--- src/rtl/dly_pkg.sv ---
package dly_pkg;

    // Address bits needed to hold a delay of n cycles (at least one bit).
    function automatic int unsigned addr_bits(input int unsigned n);
        return (n <= 2) ? 1 : $clog2(n);
    endfunction

    // Memory depth: the delay rounded up to a power of two.
    function automatic int unsigned pow2_depth(input int unsigned n);
        return 1 << addr_bits(n);
    endfunction

endpackage

--- src/rtl/dly_ptr_counter.sv ---
module dly_ptr_counter #(
    parameter int unsigned AW   = 3,
    parameter int unsigned INIT = 0
) (
    input  logic          clk,
    input  logic          rst_n,
    output logic [AW-1:0] ptr
);

    typedef struct packed {
        logic [AW-1:0] ptr;
    } cnt_t;

    cnt_t cnt_d, cnt_q;

    always_comb begin
        cnt_d     = cnt_q;
        cnt_d.ptr = cnt_q.ptr + 1'b1;   // wraps at 2**AW
    end

    always_ff @(posedge clk or negedge rst_n) begin
        if (!rst_n) cnt_q <= '{ptr: AW'(INIT)};
        else        cnt_q <= cnt_d;
    end

    assign ptr = cnt_q.ptr;

    AST_PTR_STEP: assert property (@(posedge clk) disable iff (!rst_n)
        rst_n |=> ptr == AW'($past(ptr) + 1'b1));

endmodule

--- src/rtl/dly_sdp_ram.sv ---
module dly_sdp_ram #(
    parameter int unsigned DW    = 9,
    parameter int unsigned DEPTH = 8,
    parameter int unsigned AW    = 3
) (
    input  logic          clk,
    input  logic          rst_n,
    input  logic [AW-1:0] waddr,
    input  logic [DW-1:0] wdata,
    input  logic [AW-1:0] raddr,
    output logic [DW-1:0] rdata
);

    typedef struct packed {
        logic [DW-1:0] word;
    } rd_t;

    logic [DW-1:0] mem_q [DEPTH];
    rd_t           rd_d, rd_q;

    // Write port: one word every cycle, no reset on the array.
    always_ff @(posedge clk) begin
        mem_q[waddr] <= wdata;
    end

    // Registered read port.
    always_comb begin
        rd_d      = rd_q;
        rd_d.word = mem_q[raddr];
    end

    always_ff @(posedge clk or negedge rst_n) begin
        if (!rst_n) rd_q <= '0;
        else        rd_q <= rd_d;
    end

    assign rdata = rd_q.word;

    AST_RD_NE_WR: assert property (@(posedge clk) disable iff (!rst_n)
        raddr != waddr);

endmodule

--- src/rtl/dly_fill_tracker.sv ---
module dly_fill_tracker #(
    parameter int unsigned DELAY = 5
) (
    input  logic clk,
    input  logic rst_n,
    output logic primed
);

    localparam int unsigned CW   = (DELAY <= 2) ? 1 : $clog2(DELAY);
    localparam logic [CW-1:0] LAST = CW'(DELAY - 1);

    typedef struct packed {
        logic [CW-1:0] count;
        logic          primed;
    } fill_t;

    fill_t fill_d, fill_q;

    always_comb begin
        fill_d        = fill_q;
        if (fill_q.count != LAST) fill_d.count = fill_q.count + 1'b1;
        fill_d.primed = fill_q.primed | (fill_q.count == LAST);
    end

    always_ff @(posedge clk or negedge rst_n) begin
        if (!rst_n) fill_q <= '0;
        else        fill_q <= fill_d;
    end

    assign primed = fill_q.primed;

    AST_PRIMED_STICKY: assert property (@(posedge clk) disable iff (!rst_n)
        fill_q.primed |=> fill_q.primed);

    AST_PRIME_AT_FULL: assert property (@(posedge clk) disable iff (!rst_n)
        $rose(fill_q.primed) |-> $past(fill_q.count) == LAST);

endmodule

--- src/rtl/ram_delay_line.sv ---
module ram_delay_line #(
    parameter int unsigned WIDTH = 8,
    parameter int unsigned DELAY = 5
) (
    input  logic             clk,
    input  logic             rst_n,
    input  logic             in_valid,
    input  logic [WIDTH-1:0] in_data,
    output logic             out_valid,
    output logic [WIDTH-1:0] out_data
);

    localparam int unsigned AW      = dly_pkg::addr_bits(DELAY);
    localparam int unsigned DEPTH   = dly_pkg::pow2_depth(DELAY);
    localparam int unsigned WW      = WIDTH + 1;
    // Read trails write by DELAY-1; the registered read supplies the last cycle.
    localparam int unsigned RD_INIT = (DEPTH - (DELAY - 1)) % DEPTH;

    // reject delays the pointer offset cannot represent.
    generate
        if (DELAY < 2) begin : g_bad_delay
            $error("ram_delay_line: DELAY must be at least 2");
        end
    endgenerate

    logic [AW-1:0] wr_ptr, rd_ptr;
    logic [WW-1:0] rd_word;
    logic          primed;

    dly_ptr_counter #(.AW(AW), .INIT(0)) i_wr_cnt (
        .clk(clk), .rst_n(rst_n), .ptr(wr_ptr)
    );

    dly_ptr_counter #(.AW(AW), .INIT(RD_INIT)) i_rd_cnt (
        .clk(clk), .rst_n(rst_n), .ptr(rd_ptr)
    );

    dly_sdp_ram #(.DW(WW), .DEPTH(DEPTH), .AW(AW)) i_ram (
        .clk   (clk),
        .rst_n (rst_n),
        .waddr (wr_ptr),
        .wdata ({in_valid, in_data}),
        .raddr (rd_ptr),
        .rdata (rd_word)
    );

    dly_fill_tracker #(.DELAY(DELAY)) i_fill (
        .clk(clk), .rst_n(rst_n), .primed(primed)
    );

    assign out_valid = primed & rd_word[WIDTH];
    assign out_data  = primed ? rd_word[WIDTH-1:0] : '0;

    AST_PTR_GAP: assert property (@(posedge clk) disable iff (!rst_n)
        AW'(wr_ptr - rd_ptr) == AW'(DELAY - 1));

endmodule

--- config.mk ---
export PLATFORM = sky130hd
export DESIGN_NAME = ram_delay_line
export DESIGN_NICKNAME = d
export VERILOG_FILES = /design/src/rtl/dly_pkg.sv /design/src/rtl/dly_ptr_counter.sv /design/src/rtl/dly_sdp_ram.sv /design/src/rtl/dly_fill_tracker.sv /design/src/rtl/ram_delay_line.sv
export SDC_FILE = /design/constraint.sdc
export NUM_CORES = 1
export LEC_CHECK = 0
export ABC_CLOCK_PERIOD_IN_PS = 1900
export BUFFER_PORTS_ARGS = -buffer_cell sky130_fd_sc_hd__buf_2
export CAP_MARGIN = 20
export CORE_UTILIZATION = 25
export DETAILED_ROUTE_END_ITERATION = 12
export GPL_ROUTABILITY_DRIVEN = 1
export HOLD_SLACK_MARGIN = 0.02
export PLACE_DENSITY_LB_ADDON = 0.12
export SYNTH_ARGS = -nofsm -noshare
export SYNTH_HDL_FRONTEND = slang
export SYNTH_HIERARCHICAL = 1
export SYNTH_SLANG_ARGS = --single-unit
--- constraint.sdc ---
create_clock -name clk -period 1.9 [get_ports clk]
set_input_delay 0.57 -clock clk [delete_from_list [all_inputs] [get_ports clk]]
set_output_delay 0.57 -clock clk [all_outputs]
set_load 0.1 [all_outputs]
; After elaboration in Yosys (flattened, before gate mapping)
; Memory sizes are Yosys's and may differ from the RTL's. A register that Yosys moved wholly into a read port is not among the register bits.
; Cells that the tools add are included.
[totals]
mem_bits_rw = 72
word_cells = 14
regBits = 10
input_bits = 11
n_memories = 1
output_inout_bits = 9
[mem_list]
columns = memory, depth, width, rd, rd_clocked_by_memory_dff, wr, line
row1 = i_ram.mem_q, 8, 9, 1, 1, 1, dly_sdp_ram.sv:18  ; logic [DW-1:0] mem_q [DEPTH];
[classes]
n_addsub = 3
bitwise_logic = 2
mux = 1
n_reduce_logical = 1
eq_ne = 2
[ops]
columns = cell, n
row1 = adder 3 x 1 -> 3 bit (second input constant), 3
row2 = two-way mux 8 bit, 1
row3 = == test 3 bit (second input constant), 1
row4 = inequality test 3 bit (second input constant), 1
row5 = bitwise AND 1 bit, 1
row6 = logical NOT 1 bit, 1
row7 = OR 1 bit, 1

; Logic depth before layout (Yosys ltp)
; Gate-level depths: netlist (run 1).
[logic_depth]
word_depth = 2
depth_mapped = 4
depth_no_buf = 4

; By module
; The synthesis (run 1) kept the hierarchy.
[modules_own_cells]
columns = module, seq_area_each_um2, area_per_inst_um2, cells_per_inst, n_inst
row1 = dly_sdp_ram, 2387.3, 3064.2, 122, 1
row2 = dly_fill_tracker, 100.1, 185.2, 15, 1
row3 = dly_ptr_counter (i_rd_cnt), 76.3, 101.3, 6, 1
row4 = dly_ptr_counter (i_wr_cnt), 75.1, 100.1, 6, 1
row5 = ram_delay_line, 0.0, 56.3, 9, 1

; Worst setup path before layout (run 1)
; Ideal clock, no wire load.
[synth_path]
path_type = register -> output
startpoint = reg i_fill.fill_q, in the netlist i_fill/primed
endpoint = out out_data[0]
path_buffers = 0
stages_incl_launch_ff = 2
t_required_ns = 1.330
arrival_time_ns = 1.162
slack_ns = 0.168
cell_sequence = dfrtp_1 and2_1
[synth_between]
elab_chain_len = 1
[synth_lines]
columns = item, line
row1 = "start, declared", dly_fill_tracker.sv:17  ; fill_t fill_d, fill_q;
row2 = "start signal, assigned", dly_fill_tracker.sv:27  ; else fill_q <= fill_d;
row3 = two-way mux 8 bit, ram_delay_line.sv:52  ; assign out_data = primed ? rd_word[WIDTH-1:0] : '0;
row4 = "end, declared", ram_delay_line.sv:10  ; output logic [WIDTH-1:0] out_data
; No other way between the ends.

; Worst setup path in the final report (run 1)
[layout_path]
startpoint = reg i_fill.fill_q, in the netlist i_fill/primed
endpoint = out out_valid
[layout_between]
elab_chain_len = 1
[layout_lines]
columns = item, line
row1 = bitwise AND 1 bit, ram_delay_line.sv:51  ; assign out_valid = primed & rd_word[WIDTH];
row2 = "end, declared", ram_delay_line.sv:9  ; output logic out_valid,
; No other way between the ends.

==> implementation parameters, run 1 <==
Parameter                              Value

Worst setup path
  Crit Path Max Fanout ... 10
  Startpoint types ... flip-flop
  Kind of capture point of the worst setup path ... output pin
  Kind of critical path ... reg2out
  Arrival time reported for the critical path endpoint ... 1260 ps
  Required time of the worst setup path ... 1330 ps

Power
  Switching share of power ... 0.178
  Switching Power ... 0.000721 W
  Power density normalized to cell area ... 926 nW/um^2
  Maximum vdd drop ... 0.394 mV
  Cell Int Power ... 0.00333 W
  Total power after layout ... 0.00405 W
  Combinational Power Share ... 0.010
  Sequential group share of total power ... 0.534
  Power share of the clock group ... 0.456
  Leak Pwr ... 1.61 nW

Global route
  Global Route met2 Usage ... 0.172
  Met3 track demand over resource ... 0.0335
  Vias in the first global route ... 1,754
  Largest net degree at the start of global routing ... 21
  Most heavily used metal layer in global routing ... met2
  Overflow left after global routing ... 0
  Number of antenna violations at the first check in global routing ... 0
  Wire length of the first global-routing pass ... 9.94 mm
  Global Route met1 Usage ... 0.114
  Total routing usage reported by global routing ... 0.100

Routing
  Drt drc ... 0
  DRT iter0 DRCs ... 104
  Post-DRT Antenna Nets ... 0
  Average routed wire per standard cell ... 17.4 microns
  Via-per-instance ratio ... 4.15
  Pre-antenna DRT Iters ... 4
  Total routed wirelength ... 6.64 mm
  Total number of vias ... 1,583

Placement
  HPWL after detailed placement ... 4.37 mm
  Number of port buffers ... 19
  Routability cong. ... 0.669

Timing
  Aggregate negative setup slack ... 0 ps
  Slew at the pin with the worst max-slew slack ... 564 ps
  Number of pins exceeding their max-slew limit in the final report ... 0
  Setup repair after global routing missed its margin ... yes
  Worst setup skew after layout ... 4.68 ps
  Time the worst path needs with I/O delays and setup ... 1830 ps
  Relative max-transition margin ... 0.624
  Setup Viol. Count Final ... 0
  FMAX ... 547 MHz
  Final hold violation count ... 0
  Final cycle utilization of the critical path ... 0.963

Finish
  Sequential cell area ... 2640 sq um
  Share of final-layout standard cells stronger than drive strength 1 ... 0.307
  Layout-stage area growth over the synthesis result ... 24.6%
  Total number of nets in the final design ... 215
  Number of fillers in the final layout ... 1,314
  Area of combinational cells with multiple inputs ... 812 sq um
  Antenna cell count ... 0

Clock tree
  Depth of the CTS H-tree ... 3
  Source-to-sink clock delay at the later pin of the worst-skew pair ... 330 ps
  Number of clock sinks ... 91
  TritonCTS clock tree ... done
  Setup bufs post-CTS ... 0
  Post_cts resized ... 2
  Count of hold-fix buffers inserted at cts ... 0
  CTS buffer count ... 9
  Master cell of the clock root buffer ... sky130_fd_sc_hd__clkbuf_16
  Clock Pin Slew Worst Setup and Hold Paths ... 60 ps
  Number of buffers on the longest clock path ... 2

Synth
  Combinational family with the most area after synthesis ... multiplexers
  Total standard cell area after synthesis ... 3510 sq um
  Area share of xor/xnor cells in the synthesized design ... 0.00749
  Synthesized netlist cell count ... 158
  Proportion of synthesized chip area in sequential cells ... 0.752
  Total number of yosys warnings ... 6
  Post-synthesis compound-gate area fraction ... 0.00143
  Post-synthesis adder-cell area fraction ... 0.0143
  Average cell area after synthesis ... 22.2 sq um
  #FFs+latches synth ... 91
  Multiplexer area fraction after synthesis ... 0.168
  Share of synthesized cell area in and, or, nand and nor gates ... 0.0396
  Number of unique standard cell types used by synthesis ... 26
  Synth Net Count ... 173

Floorplan
  Horizontal die dimension ... 120 microns
  Die Area ... 14,500 sq um
  Count of pins on the block boundary ... 20
  Starting density of the core ... 0.261
  Die extent in y ... 120 microns
  Placeable core region ... 13,500 sq um
  Number of rows in the core area ... 42

Worst hold path
  Type of the most critical hold path ... in2async

Flow run
  Maximum capacitance violations ... 0

Outcome
  Outcome ... completed
-- stage by stage --
stage | setup slack (ps) | instance area [sq um] | hold WS [ps] | cells | utilization
5_1_grt | -5.93 | 4370 | 252 | 381 | 0.325
3_3_place_gp | 201 | 4050 | 471 | 365 | 0.301
6_report | 71.2 | 4370 | 215 | 381 | 0.325
3_5_place_dp | 197 | 4050 | 480 | 365 | 0.301
2_1_floorplan | 168 | 3510 | 274 | 158 | -
4_1_cts | 11.0 | 4370 | 235 | 381 | 0.325
-- flip-flops by register name, summed over array words and instances (netlist names) --
name,flops
i_wr_cnt/ptr,3
i_fill/primed,1
i_ram/mem_q,72
i_ram/rdata,9
i_fill/fill_q,3
i_rd_cnt/ptr,3
-- path summary, 6_finish.rpt --
kind	cells after the start	end	start	slack (ps)
worst max-delay path	2	out_valid	i_fill/primed$_DFF_PN0_	70
worst min-delay path	1	i_ram/rdata[6]$_DFF_PN0_	rst_n	220
worst max register to register	2	i_ram/rdata[4]$_DFF_PN0_	i_rd_cnt/ptr[2]$_DFF_PN1_	280
worst min register to register	1	i_fill/fill_q[3]$_DFFE_PN0P_	i_fill/fill_q[3]$_DFFE_PN0P_	480
max in group asynchronous	1	i_fill/primed$_DFF_PN0_	rst_n	1290
min in group clk	1	i_fill/fill_q[3]$_DFFE_PN0P_	i_fill/fill_q[3]$_DFFE_PN0P_	480
-- layer usage --
metal,share of wire,wire length [microns],vias up
met3,0.031,209,14
met1,0.43,2880,820
li1,-,-,723
met4,0.023,153,0
met2,0.51,3390,26
met5,0,0,-
-- power groups by stage --
stage / Combinational (W) / Sequential (W) / Clock (W)
2_1_floorplan: 0.00000367 / 0.00220 / 0
3_3_place_gp: 0.0000377 / 0.00220 / 0
3_5_place_dp: 0.0000407 / 0.00220 / 0
4_1_cts: 0.0000406 / 0.00216 / 0.00189
5_1_grt: 0.0000444 / 0.00216 / 0.00197
6_report: 0.0000392 / 0.00216 / 0.00185
-- layout make-up --
cell class / instances / share of cell area
Inverter: 4 / 0.00344
Tap cell: 176 / 0.0504
Multi-Input combinational cell: 58 / 0.186
Clock buffer: 12 / 0.0541
Clock inverter: 4 / 0.0175
Sequential cell: 91 / 0.604
Timing Repair Buffer: 36 / 0.0847
-- critical path: stages (launching register included) --
cell and delay (ps):
sky130_fd_sc_hd__dfrtp_2 520, sky130_fd_sc_hd__and2_1 220, sky130_fd_sc_hd__buf_12 180
-- kinds of logic after synthesis --
kind of cell,after synthesis
flops,91
mux,28
simple gates,22
buf+inv,9
fa+ha+maj,4
xor+xnor,3
compound gates,1
-- synthesized netlist by cell type --
cell type	count	area, sq um
sky130_fd_sc_hd__nor2b_1	1	6.26
sky130_fd_sc_hd__and2_1	9	56.3
sky130_fd_sc_hd__nor3b_1	3	22.5
sky130_fd_sc_hd__dfrtp_1	18	450
sky130_fd_sc_hd__mux4_1	18	473
sky130_fd_sc_hd__inv_1	4	15.0
sky130_fd_sc_hd__buf_1	1	3.75
sky130_fd_sc_hd__edfxtp_1	72	2160
sky130_fd_sc_hd__mux2_2	9	101
sky130_fd_sc_hd__buf_2	1	5.00
sky130_fd_sc_hd__xnor2_1	1	8.76
sky130_fd_sc_hd__nor2_1	2	7.51
sky130_fd_sc_hd__a21oi_1	1	5.00
sky130_fd_sc_hd__clkbuf_1	1	3.75
sky130_fd_sc_hd__and3b_1	2	17.5
sky130_fd_sc_hd__dfstp_2	1	26.3
sky130_fd_sc_hd__mux2_4	1	15.0
sky130_fd_sc_hd__ha_1	4	50.1
sky130_fd_sc_hd__nor3_1	1	5.00
sky130_fd_sc_hd__nand2_2	1	6.26
sky130_fd_sc_hd__or2b_1	1	7.51
sky130_fd_sc_hd__and3_1	1	6.26
sky130_fd_sc_hd__xor2_1	2	17.5
sky130_fd_sc_hd__nand2_1	1	3.75
sky130_fd_sc_hd__buf_12	1	20.0
sky130_fd_sc_hd__buf_6	1	11.3
-- cells in the final DEF, fill, tap and decap left out --
cell type,count
sky130_fd_sc_hd__a21oi_1,1
sky130_fd_sc_hd__and2_1,8
sky130_fd_sc_hd__and2_4,1
sky130_fd_sc_hd__and3_1,1
sky130_fd_sc_hd__and3b_1,2
sky130_fd_sc_hd__buf_12,10
sky130_fd_sc_hd__buf_2,10
sky130_fd_sc_hd__buf_4,16
sky130_fd_sc_hd__bufinv_16,2
sky130_fd_sc_hd__clkbuf_1,3
sky130_fd_sc_hd__clkbuf_16,9
sky130_fd_sc_hd__clkinv_4,1
sky130_fd_sc_hd__clkinvlp_4,1
sky130_fd_sc_hd__dfrtp_1,17
sky130_fd_sc_hd__dfrtp_2,1
sky130_fd_sc_hd__dfstp_2,1
sky130_fd_sc_hd__edfxtp_1,72
sky130_fd_sc_hd__ha_1,4
sky130_fd_sc_hd__inv_1,4
sky130_fd_sc_hd__mux2_2,9
sky130_fd_sc_hd__mux2_4,1
sky130_fd_sc_hd__mux4_1,18
sky130_fd_sc_hd__nand2_1,1
sky130_fd_sc_hd__nand2_2,1
sky130_fd_sc_hd__nor2_1,2
sky130_fd_sc_hd__nor2b_1,1
sky130_fd_sc_hd__nor3_1,1
sky130_fd_sc_hd__nor3b_1,3
sky130_fd_sc_hd__or2b_1,1
sky130_fd_sc_hd__xnor2_1,1
sky130_fd_sc_hd__xor2_1,2
Power figures use the tool's default switching activity.
==> run 2, diff against run 1 <==
--- a/config.mk
+++ b/config.mk
@@ -5,6 +5,7 @@
 export SDC_FILE = /design/constraint.sdc
 export NUM_CORES = 1
 export LEC_CHECK = 0
+export ABC_AREA = 1
 export ABC_CLOCK_PERIOD_IN_PS = 1900
 export BUFFER_PORTS_ARGS = -buffer_cell sky130_fd_sc_hd__buf_2
 export CAP_MARGIN = 20
==> run 2 against run 1 <==
Sequential power hardly changed. Setup slack better by 120 ps. Area after synthesis is 12% higher. Largest cell class unchanged.
==> implementation parameters, run 2 <==
Parameter                              Value

Placement
  HPWL after detailed placement ... 5.76 mm (was 4.37 mm)
  Routability cong. ... 0.762 (was 0.669)
  Number of cells after detailed placement ... 630 (was 365)
  Number of port buffers ... 19 (unchanged)

Synth
  Number of unique standard cell types used by synthesis ... 14 (was 26)
  Leading register cell type out of synthesis ... sky130_fd_sc_hd__edfxtp_1 (unchanged)
  Synth area leader ... sky130_fd_sc_hd__edfxtp_1 (unchanged)
  Total standard cell area after synthesis ... 3930 sq um (was 3510 sq um)
  #FFs+latches synth ... 91 (unchanged)
  Average cell area after synthesis ... 10.0 sq um (was 22.2 sq um)
  Total number of yosys warnings ... 6 (unchanged)
  Fraction of post-synthesis cell area in the top cell type by area ... 0.550 (was 0.616)
  Synthesized netlist cell count ... 392 (was 158)
  Number of enable-type register cells in the synthesized netlist ... 72 (unchanged)
  Synth async-reset ratio ... 0.209 (unchanged)
  Proportion of synthesized chip area in sequential cells ... 0.671 (was 0.752)
  Area contributors post-synth ... sky130_fd_sc_hd__edfxtp_1 (55%), sky130_fd_sc_hd__nand2_1 (13%), sky130_fd_sc_hd__dfrtp_1 (11%) (was sky130_fd_sc_hd__edfxtp_1 (62%), sky130_fd_sc_hd__mux4_1 (13%), sky130_fd_sc_hd__dfrtp_1 (13%))
  Synth Net Count ... 407 (was 173)
  Count leader, synth ... sky130_fd_sc_hd__nand2_1 (was sky130_fd_sc_hd__edfxtp_1)
  Ranking of synthesized cells by instance count ... sky130_fd_sc_hd__nand2_1 (139), sky130_fd_sc_hd__inv_1 (95), sky130_fd_sc_hd__edfxtp_1 (72) (was sky130_fd_sc_hd__edfxtp_1 (72), sky130_fd_sc_hd__dfrtp_1 (18), sky130_fd_sc_hd__mux4_1 (18))

Floorplan
  Starting density of the core ... 0.258 (was 0.261)
  Die extent in y ... 127 microns (was 120 microns)
  Number of rows in the core area ... 45 (was 42)
  Die Area ... 16,200 sq um (was 14,500 sq um)
  Count of pins on the block boundary ... 20 (unchanged)
  Horizontal die dimension ... 127 microns (was 120 microns)
  Placeable core region ... 15,300 sq um (was 13,500 sq um)

Finish
  Flip-flop count of the largest register, all copies and words added ... 72 (unchanged)
  Core utilization of the finished layout ... 0.313 (was 0.325)
  Final standard cell count with taps included and fillers excluded ... 646 (was 381)
  Total number of nets in the final design ... 445 (was 215)
  Largest register by flop count ... i_ram/mem_q (unchanged)
  Antenna cell count ... 0 (unchanged)
  Leading cell types in the layout, fill and taps excluded ... sky130_fd_sc_hd__nand2_1 (139), sky130_fd_sc_hd__inv_1 (95), sky130_fd_sc_hd__edfxtp_1 (72) (was sky130_fd_sc_hd__edfxtp_1 (72), sky130_fd_sc_hd__mux4_1 (18), sky130_fd_sc_hd__dfrtp_1 (17))
  Number of fillers in the final layout ... 1,581 (was 1,314)
  Layout-stage area growth over the synthesis result ... 21.3% (was 24.6%)
  Share of final-layout standard cells stronger than drive strength 1 ... 0.138 (was 0.307)
  Commonest non-fill, non-tap cell in the layout ... sky130_fd_sc_hd__nand2_1 (was sky130_fd_sc_hd__edfxtp_1)

Routing
  Average routed wire per standard cell ... 12.9 microns (was 17.4 microns)
  Via-per-instance ratio ... 3.87 (was 4.15)
  Pre-antenna DRT Iters ... 4 (unchanged)
  Drt drc ... 0 (unchanged)
  Total routed wirelength ... 8.32 mm (was 6.64 mm)
  Post-DRT Antenna Nets ... 0 (unchanged)
  DRT iter0 DRCs ... 142 (was 104)
  Total number of vias ... 2,497 (was 1,583)

Timing
  FMAX ... 585 MHz (was 547 MHz)
  Setup Viol. Count Final ... 0 (unchanged)
  Setup repair after global routing missed its margin ... no (was yes)
  Final cycle utilization of the critical path ... 0.899 (was 0.963)
  Relative max-transition margin ... 0.664 (was 0.624)
  Aggregate negative setup slack ... 0 ps (unchanged)
  Final hold violation count ... 0 (unchanged)
  Slew at the pin with the worst max-slew slack ... 500 ps (was 564 ps)
  Time the worst path needs with I/O delays and setup ... 1710 ps (was 1830 ps)
  Worst setup skew after layout ... 7.49 ps (was 4.68 ps)
  Number of pins exceeding their max-slew limit in the final report ... 0 (unchanged)

Global route
  Largest net degree at the start of global routing ... 37 (was 21)
  Wire length of the first global-routing pass ... 13.6 mm (was 9.94 mm)
  Number of antenna violations at the first check in global routing ... 1 (was 0)
  Vias in the first global route ... 2,538 (was 1,754)
  Total routing usage reported by global routing ... 0.117 (was 0.100)
  Overflow left after global routing ... 0 (unchanged)

Power
  Leak Pwr ... 2.25 nW (was 1.61 nW)
  Maximum vdd drop ... 0.472 mV (was 0.394 mV)
  Power density normalized to cell area ... 839 nW/um^2 (was 926 nW/um^2)

Clock tree
  Depth of the CTS H-tree ... 3 (unchanged)
  Count of hold-fix buffers inserted at cts ... 0 (unchanged)
  Master cell of the clock root buffer ... sky130_fd_sc_hd__clkbuf_16 (unchanged)
  CTS buffer count ... 9 (unchanged)
  Clock Pin Slew Worst Setup and Hold Paths ... 60 ps (about the same)
  TritonCTS clock tree ... done (unchanged)
  Number of buffers on the longest clock path ... 2 (unchanged)
  Source-to-sink clock delay at the later pin of the worst-skew pair ... 350 ps (was 330 ps)
  Number of clock sinks ... 91 (unchanged)

Worst setup path
  Startpoint types ... flip-flop (unchanged)
  Max incr delay on CP ... 450 ps (was 520 ps)
  Beginning of the worst register-to-register path ... i_wr_cnt/ptr[0]$_DFF_PN0_ (was i_rd_cnt/ptr[2]$_DFF_PN1_)
  Kind of capture point of the worst setup path ... output pin (unchanged)
  Required time of the worst setup path ... 1330 ps (about the same)
  Crit Path Max Fanout ... 10 (unchanged)
  Kind of critical path ... reg2out (unchanged)
  Slowest cell on the critical path ... sky130_fd_sc_hd__dfrtp_2 (unchanged)
  Crit path buf inv count ... 2 (was 1)
  Arrival time reported for the critical path endpoint ... 1140 ps (was 1260 ps)
  CP Depth ... 3 (was 2)
  Depth of the most critical reg-to-reg path ... 3 (was 2)
  Kind of cell adding the most delay to the critical path ... flip-flops (unchanged)
  FF-to-FF End ... i_ram/mem_q[7][4]$_DFFE_PP_ (was i_ram/rdata[4]$_DFF_PN0_)
  Register-to-register setup slack ... 320 ps (was 280 ps)
  CP Launch Point ... i_fill/primed$_DFF_PN0_ (unchanged)
  Critical Path Sink ... out_data[1] (was out_valid)
  Critical path, cell by cell ... nand2_1, inv_1, buf_12 (was and2_1, buf_12)

Outcome
  Outcome ... completed (unchanged)

Worst hold path
  Type of the most critical hold path ... in2async (unchanged)

Flow run
  Maximum capacitance violations ... 0 (unchanged)
==> run 2: cell types whose count changed after synthesis, moves of 3 or more <==
| cell | before | now |
|---|---|---|
| sky130_fd_sc_hd__mux2_2 | 9 | 0 |
| sky130_fd_sc_hd__and2_1 | 9 | 0 |
| sky130_fd_sc_hd__buf_4 | 0 | 4 |
| sky130_fd_sc_hd__nor3b_1 | 3 | 0 |
| sky130_fd_sc_hd__buf_6 | 1 | 6 |
| sky130_fd_sc_hd__nand2_1 | 1 | 139 |
| sky130_fd_sc_hd__inv_1 | 4 | 95 |
| sky130_fd_sc_hd__mux4_1 | 18 | 0 |
| sky130_fd_sc_hd__nor3_1 | 1 | 8 |
| sky130_fd_sc_hd__nand3_1 | 0 | 39 |
==> run 2: layout make-up <==
cell class | count | area [sq um] | share of cell area
clock inverters | 7 | 76.3 | 0.0160
inverters | 98 | 373 | 0.0781
clock buffers | 9 | 225 | 0.0472
multi-input cells | 191 | 813 | 0.170
repair buffers | 39 | 380 | 0.0797
well taps | 211 | 264 | 0.0553
flip-flops and latches | 91 | 2640 | 0.553
==> run 2: worst min-delay path by stage <==
stage,start,endpoint,slack [ps]
after global routing,rst_n,i_fill/fill_q[2]$_DFFE_PN0P_,180
after floorplan,rst_n,i_fill/fill_q[1]$_DFFE_PN0P_,270
after global placement,i_wr_cnt/ptr[0]$_DFF_PN0_,i_wr_cnt/ptr[0]$_DFF_PN0_,520
final,rst_n,i_fill/fill_q[2]$_DFFE_PN0P_,160
after CTS,rst_n,i_fill/fill_q[2]$_DFFE_PN0P_,160
after detailed placement,i_wr_cnt/ptr[0]$_DFF_PN0_,i_wr_cnt/ptr[0]$_DFF_PN0_,530
==> run 2: worst register-to-register path, cell delays in order, from the launching register on <==
cell and delay [ps]:
sky130_fd_sc_hd__dfrtp_1 450, sky130_fd_sc_hd__inv_1 120, sky130_fd_sc_hd__nor3_1 460, sky130_fd_sc_hd__buf_4 270
==> run 2: kinds of logic after synthesis <==
logic type / count (synthesis) / share of synthesized area
and+or+nand+nor: 187 / 0.194
DFF: 91 / 0.671
adders and majority gates: 4 / 0.0127
buffers and inverters: 110 / 0.122
==> run 2: per-layer routing <==
metal | track usage | vias up | wire length [microns]
met1 | 0.142 | 1168 | 3940
met2 | 0.191 | 37 | 3900
met3 | 0.0339 | 14 | 280
li1 | - | 1278 | -
met5 | 0 | - | 0
met4 | 0.0574 | 0 | 206
==> run 2: timing repair <==
action,4_1_cts,5_1_grt
resized for setup,0,1
setup buffers,0,0
setup endpoints to repair,0,1
==> run 2: where the power goes <==
| group | internal, W | leakage [nW] | switching [W] | total [W] |
|---|---|---|---|---|
| logic | 0.00000884 | 1.22 | 0.0000357 | 0.0000445 |
| clock network | 0.00103 | 0.142 | 0.000770 | 0.00180 |
| registers | 0.00216 | 0.883 | 0.00000238 | 0.00216 |
| total | 0.00320 | 2.25 | 0.000808 | 0.00400 |
==> run 2: stage by stage <==
step / power, W / hold slack (ps) / area, sq um / setup slack (ps)
global placement: 0.00225 / 524 / 4470 / 265
floorplan: 0.00221 / 274 / 3930 / 245
CTS: 0.00409 / 163 / 4770 / 65.7
finish: 0.00400 / 163 / 4770 / 191
detailed placement: 0.00225 / 534 / 4470 / 271
global route: 0.00417 / 183 / 4770 / 85.2
==> run 3, diff against run 2 <==
--- a/config.mk
+++ b/config.mk
@@ -14,6 +14,7 @@
 export GPL_ROUTABILITY_DRIVEN = 1
 export HOLD_SLACK_MARGIN = 0.02
 export PLACE_DENSITY_LB_ADDON = 0.12
+export REMOVE_ABC_BUFFERS = 1
 export SYNTH_ARGS = -nofsm -noshare
 export SYNTH_HDL_FRONTEND = slang
 export SYNTH_HIERARCHICAL = 1
==> run 3 against run 2 <==
Highest routed layer unchanged. Power shrank 2.9%. Worst hold slack gained 13 ps. Maximum frequency shrank 5.2%.
==> implementation parameters, run 3 (synthesis gave the netlist of run 2 again) <==
Parameter                              Value

Outcome
  Outcome ... completed (unchanged)

Worst setup path
  Register-to-register setup slack ... 400 ps (was 320 ps)
  Kind of cell adding the most delay to the critical path ... flip-flops (unchanged)
  Depth of the most critical reg-to-reg path ... 6 (was 3)
  Arrival time reported for the critical path endpoint ... 1230 ps (was 1140 ps)
  Required time of the worst setup path ... 1330 ps (about the same)
  Critical path, cell by cell ... buf_4, nand2_1, inv_1, buf_12 (was nand2_1, inv_1, buf_12)
  CP Depth ... 4 (was 3)
  Crit path buf inv count ... 3 (was 2)
  Crit Path Max Fanout ... 5 (was 10)
  Slowest cell on the critical path ... sky130_fd_sc_hd__dfrtp_2 (unchanged)
  Startpoint types ... flip-flop (unchanged)
  Max incr delay on CP ... 440 ps (was 450 ps)
  Kind of critical path ... reg2out (unchanged)
  Kind of capture point of the worst setup path ... output pin (unchanged)

Timing
  Slew at the pin with the worst max-slew slack ... 493 ps (was 500 ps)
  Setup Viol. Count Final ... 0 (unchanged)
  Number of pins exceeding their max-slew limit in the final report ... 0 (unchanged)
  FMAX ... 555 MHz (was 585 MHz)
  Setup repair after global routing missed its margin ... no (unchanged)
  Relative max-transition margin ... 0.672 (was 0.664)
  Worst setup skew after layout ... 3.93 ps (was 7.49 ps)
  Time the worst path needs with I/O delays and setup ... 1800 ps (was 1710 ps)
  Aggregate negative setup slack ... 0 ps (unchanged)
  Final hold violation count ... 0 (unchanged)
  Final cycle utilization of the critical path ... 0.948 (was 0.899)

Global route
  Largest net degree at the start of global routing ... 37 (unchanged)
  Vias in the first global route ... 2,485 (was 2,538)
  Total routing usage reported by global routing ... 0.121 (was 0.117)
  Overflow left after global routing ... 0 (unchanged)
  Number of antenna violations at the first check in global routing ... 0 (was 1)
  Wire length of the first global-routing pass ... 14.0 mm (was 13.6 mm)

Power
  Leak Pwr ... 2.24 nW (was 2.25 nW)
  Power density normalized to cell area ... 809 nW/um^2 (was 839 nW/um^2)
  Maximum vdd drop ... 0.300 mV (was 0.472 mV)

Placement
  Number of cells after detailed placement ... 630 (unchanged)
  Number of port buffers ... 19 (unchanged)
  HPWL after detailed placement ... 5.60 mm (was 5.76 mm)
  Routability cong. ... 0.666 (was 0.762)

Finish
  Total number of nets in the final design ... 445 (unchanged)
  Largest register by flop count ... i_ram/mem_q (unchanged)
  Final standard cell count with taps included and fillers excluded ... 646 (unchanged)
  Number of fillers in the final layout ... 1,572 (was 1,581)
  Antenna cell count ... 0 (unchanged)
  Leading cell types in the layout, fill and taps excluded ... sky130_fd_sc_hd__nand2_1 (139), sky130_fd_sc_hd__inv_1 (95), sky130_fd_sc_hd__edfxtp_1 (72) (unchanged)
  Share of final-layout standard cells stronger than drive strength 1 ... 0.156 (was 0.138)
  Flip-flop count of the largest register, all copies and words added ... 72 (unchanged)
  Layout-stage area growth over the synthesis result ... 22.2% (was 21.3%)
  Core utilization of the finished layout ... 0.315 (was 0.313)
  Commonest non-fill, non-tap cell in the layout ... sky130_fd_sc_hd__nand2_1 (unchanged)

Routing
  DRT iter0 DRCs ... 102 (was 142)
  Total number of vias ... 2,505 (was 2,497)
  Via-per-instance ratio ... 3.88 (was 3.87)
  Post-DRT Antenna Nets ... 0 (unchanged)
  Drt drc ... 0 (unchanged)
  Average routed wire per standard cell ... 13.6 microns (was 12.9 microns)
  Total routed wirelength ... 8.76 mm (was 8.32 mm)
  Pre-antenna DRT Iters ... 4 (unchanged)

Clock tree
  Number of buffers on the longest clock path ... 2 (unchanged)
  TritonCTS clock tree ... done (unchanged)
  CTS buffer count ... 9 (unchanged)
  Clock Pin Slew Worst Setup and Hold Paths ... 70 ps (was 60 ps)
  Master cell of the clock root buffer ... sky130_fd_sc_hd__clkbuf_16 (unchanged)
  Number of clock sinks ... 91 (unchanged)
  Count of hold-fix buffers inserted at cts ... 0 (unchanged)
  Depth of the CTS H-tree ... 3 (unchanged)
  Source-to-sink clock delay at the later pin of the worst-skew pair ... 350 ps (about the same)

Floorplan
  Number of rows in the core area ... 45 (unchanged)
  Starting density of the core ... 0.258 (unchanged)
  Horizontal die dimension ... 127 microns (unchanged)
  Count of pins on the block boundary ... 20 (unchanged)
  Die extent in y ... 127 microns (unchanged)
  Die Area ... 16,200 sq um (unchanged)
  Placeable core region ... 15,300 sq um (unchanged)

Worst hold path
  Type of the most critical hold path ... in2async (unchanged)

Flow run
  Maximum capacitance violations ... 0 (unchanged)
==> run 3: area by class of cell <==
type	instances	area [sq um]	share of cell area
clock buffers	9	225	0.0469
clock inverters	7	53.8	0.0112
inverters	98	373	0.0776
multi-input cells	191	853	0.178
flip-flops and latches	91	2640	0.549
well taps	211	264	0.0549
repair buffers	39	397	0.0825
==> run 3: worst paths after layout <==
path / start / endpoint
setup / recovery: i_fill/primed$_DFF_PN0_ / out_data[3]
hold reg to reg: i_fill/fill_q[2]$_DFFE_PN0P_ / i_fill/fill_q[2]$_DFFE_PN0P_
hold / removal: rst_n / i_wr_cnt/ptr[2]$_DFF_PN0_
max in group asynchronous: rst_n / i_fill/primed$_DFF_PN0_
setup reg to reg: i_rd_cnt/ptr[0]$_DFF_PN0_ / i_ram/rdata[3]$_DFF_PN0_
min in group clk: in_data[1] / i_ram/mem_q[7][1]$_DFFE_PP_
==> run 3: what timing repair did <==
| item | CTS | global route |
|---|---|---|
| gates resized for setup | 0 | 2 |
| hold endpoints to repair | 0 | 0 |
| setup endpoints to repair | 0 | 2 |
| setup buffers | 0 | 0 |
==> run 3: power breakdown <==
group | internal [W] | total, W | switching (W)
clock network | 0.000891 | 0.00168 | 0.000792
registers | 0.00216 | 0.00216 | 0.00000224
logic | 0.00000882 | 0.0000424 | 0.0000336
==> run 3: metrics by stage <==
| step | total power (W) | setup slack, ps | hold slack [ps] | cell area [sq um] |
|---|---|---|---|---|
| finish | 0.00389 | 98.3 | 176 | 4810 |
| global route | 0.00404 | 36.8 | 209 | 4810 |
| CTS | 0.00395 | 42.1 | 191 | 4800 |
| detailed placement | 0.00225 | 394 | 528 | 4520 |
| global placement | 0.00225 | 394 | 521 | 4520 |
| floorplan | 0.00221 | 226 | 274 | 3820 |
==> run 3: per-layer routing <==
metal / vias to the layer above / share of wire / wire, microns / global-route usage
li1: 1278 / - / - / -
met1: 1181 / 0.48 / 4190 / 0.156
met2: 36 / 0.47 / 4140 / 0.190
met3: 10 / 0.030 / 267 / 0.0293
met4: 0 / 0.019 / 163 / 0.0567
met5: - / 0 / 0 / 0
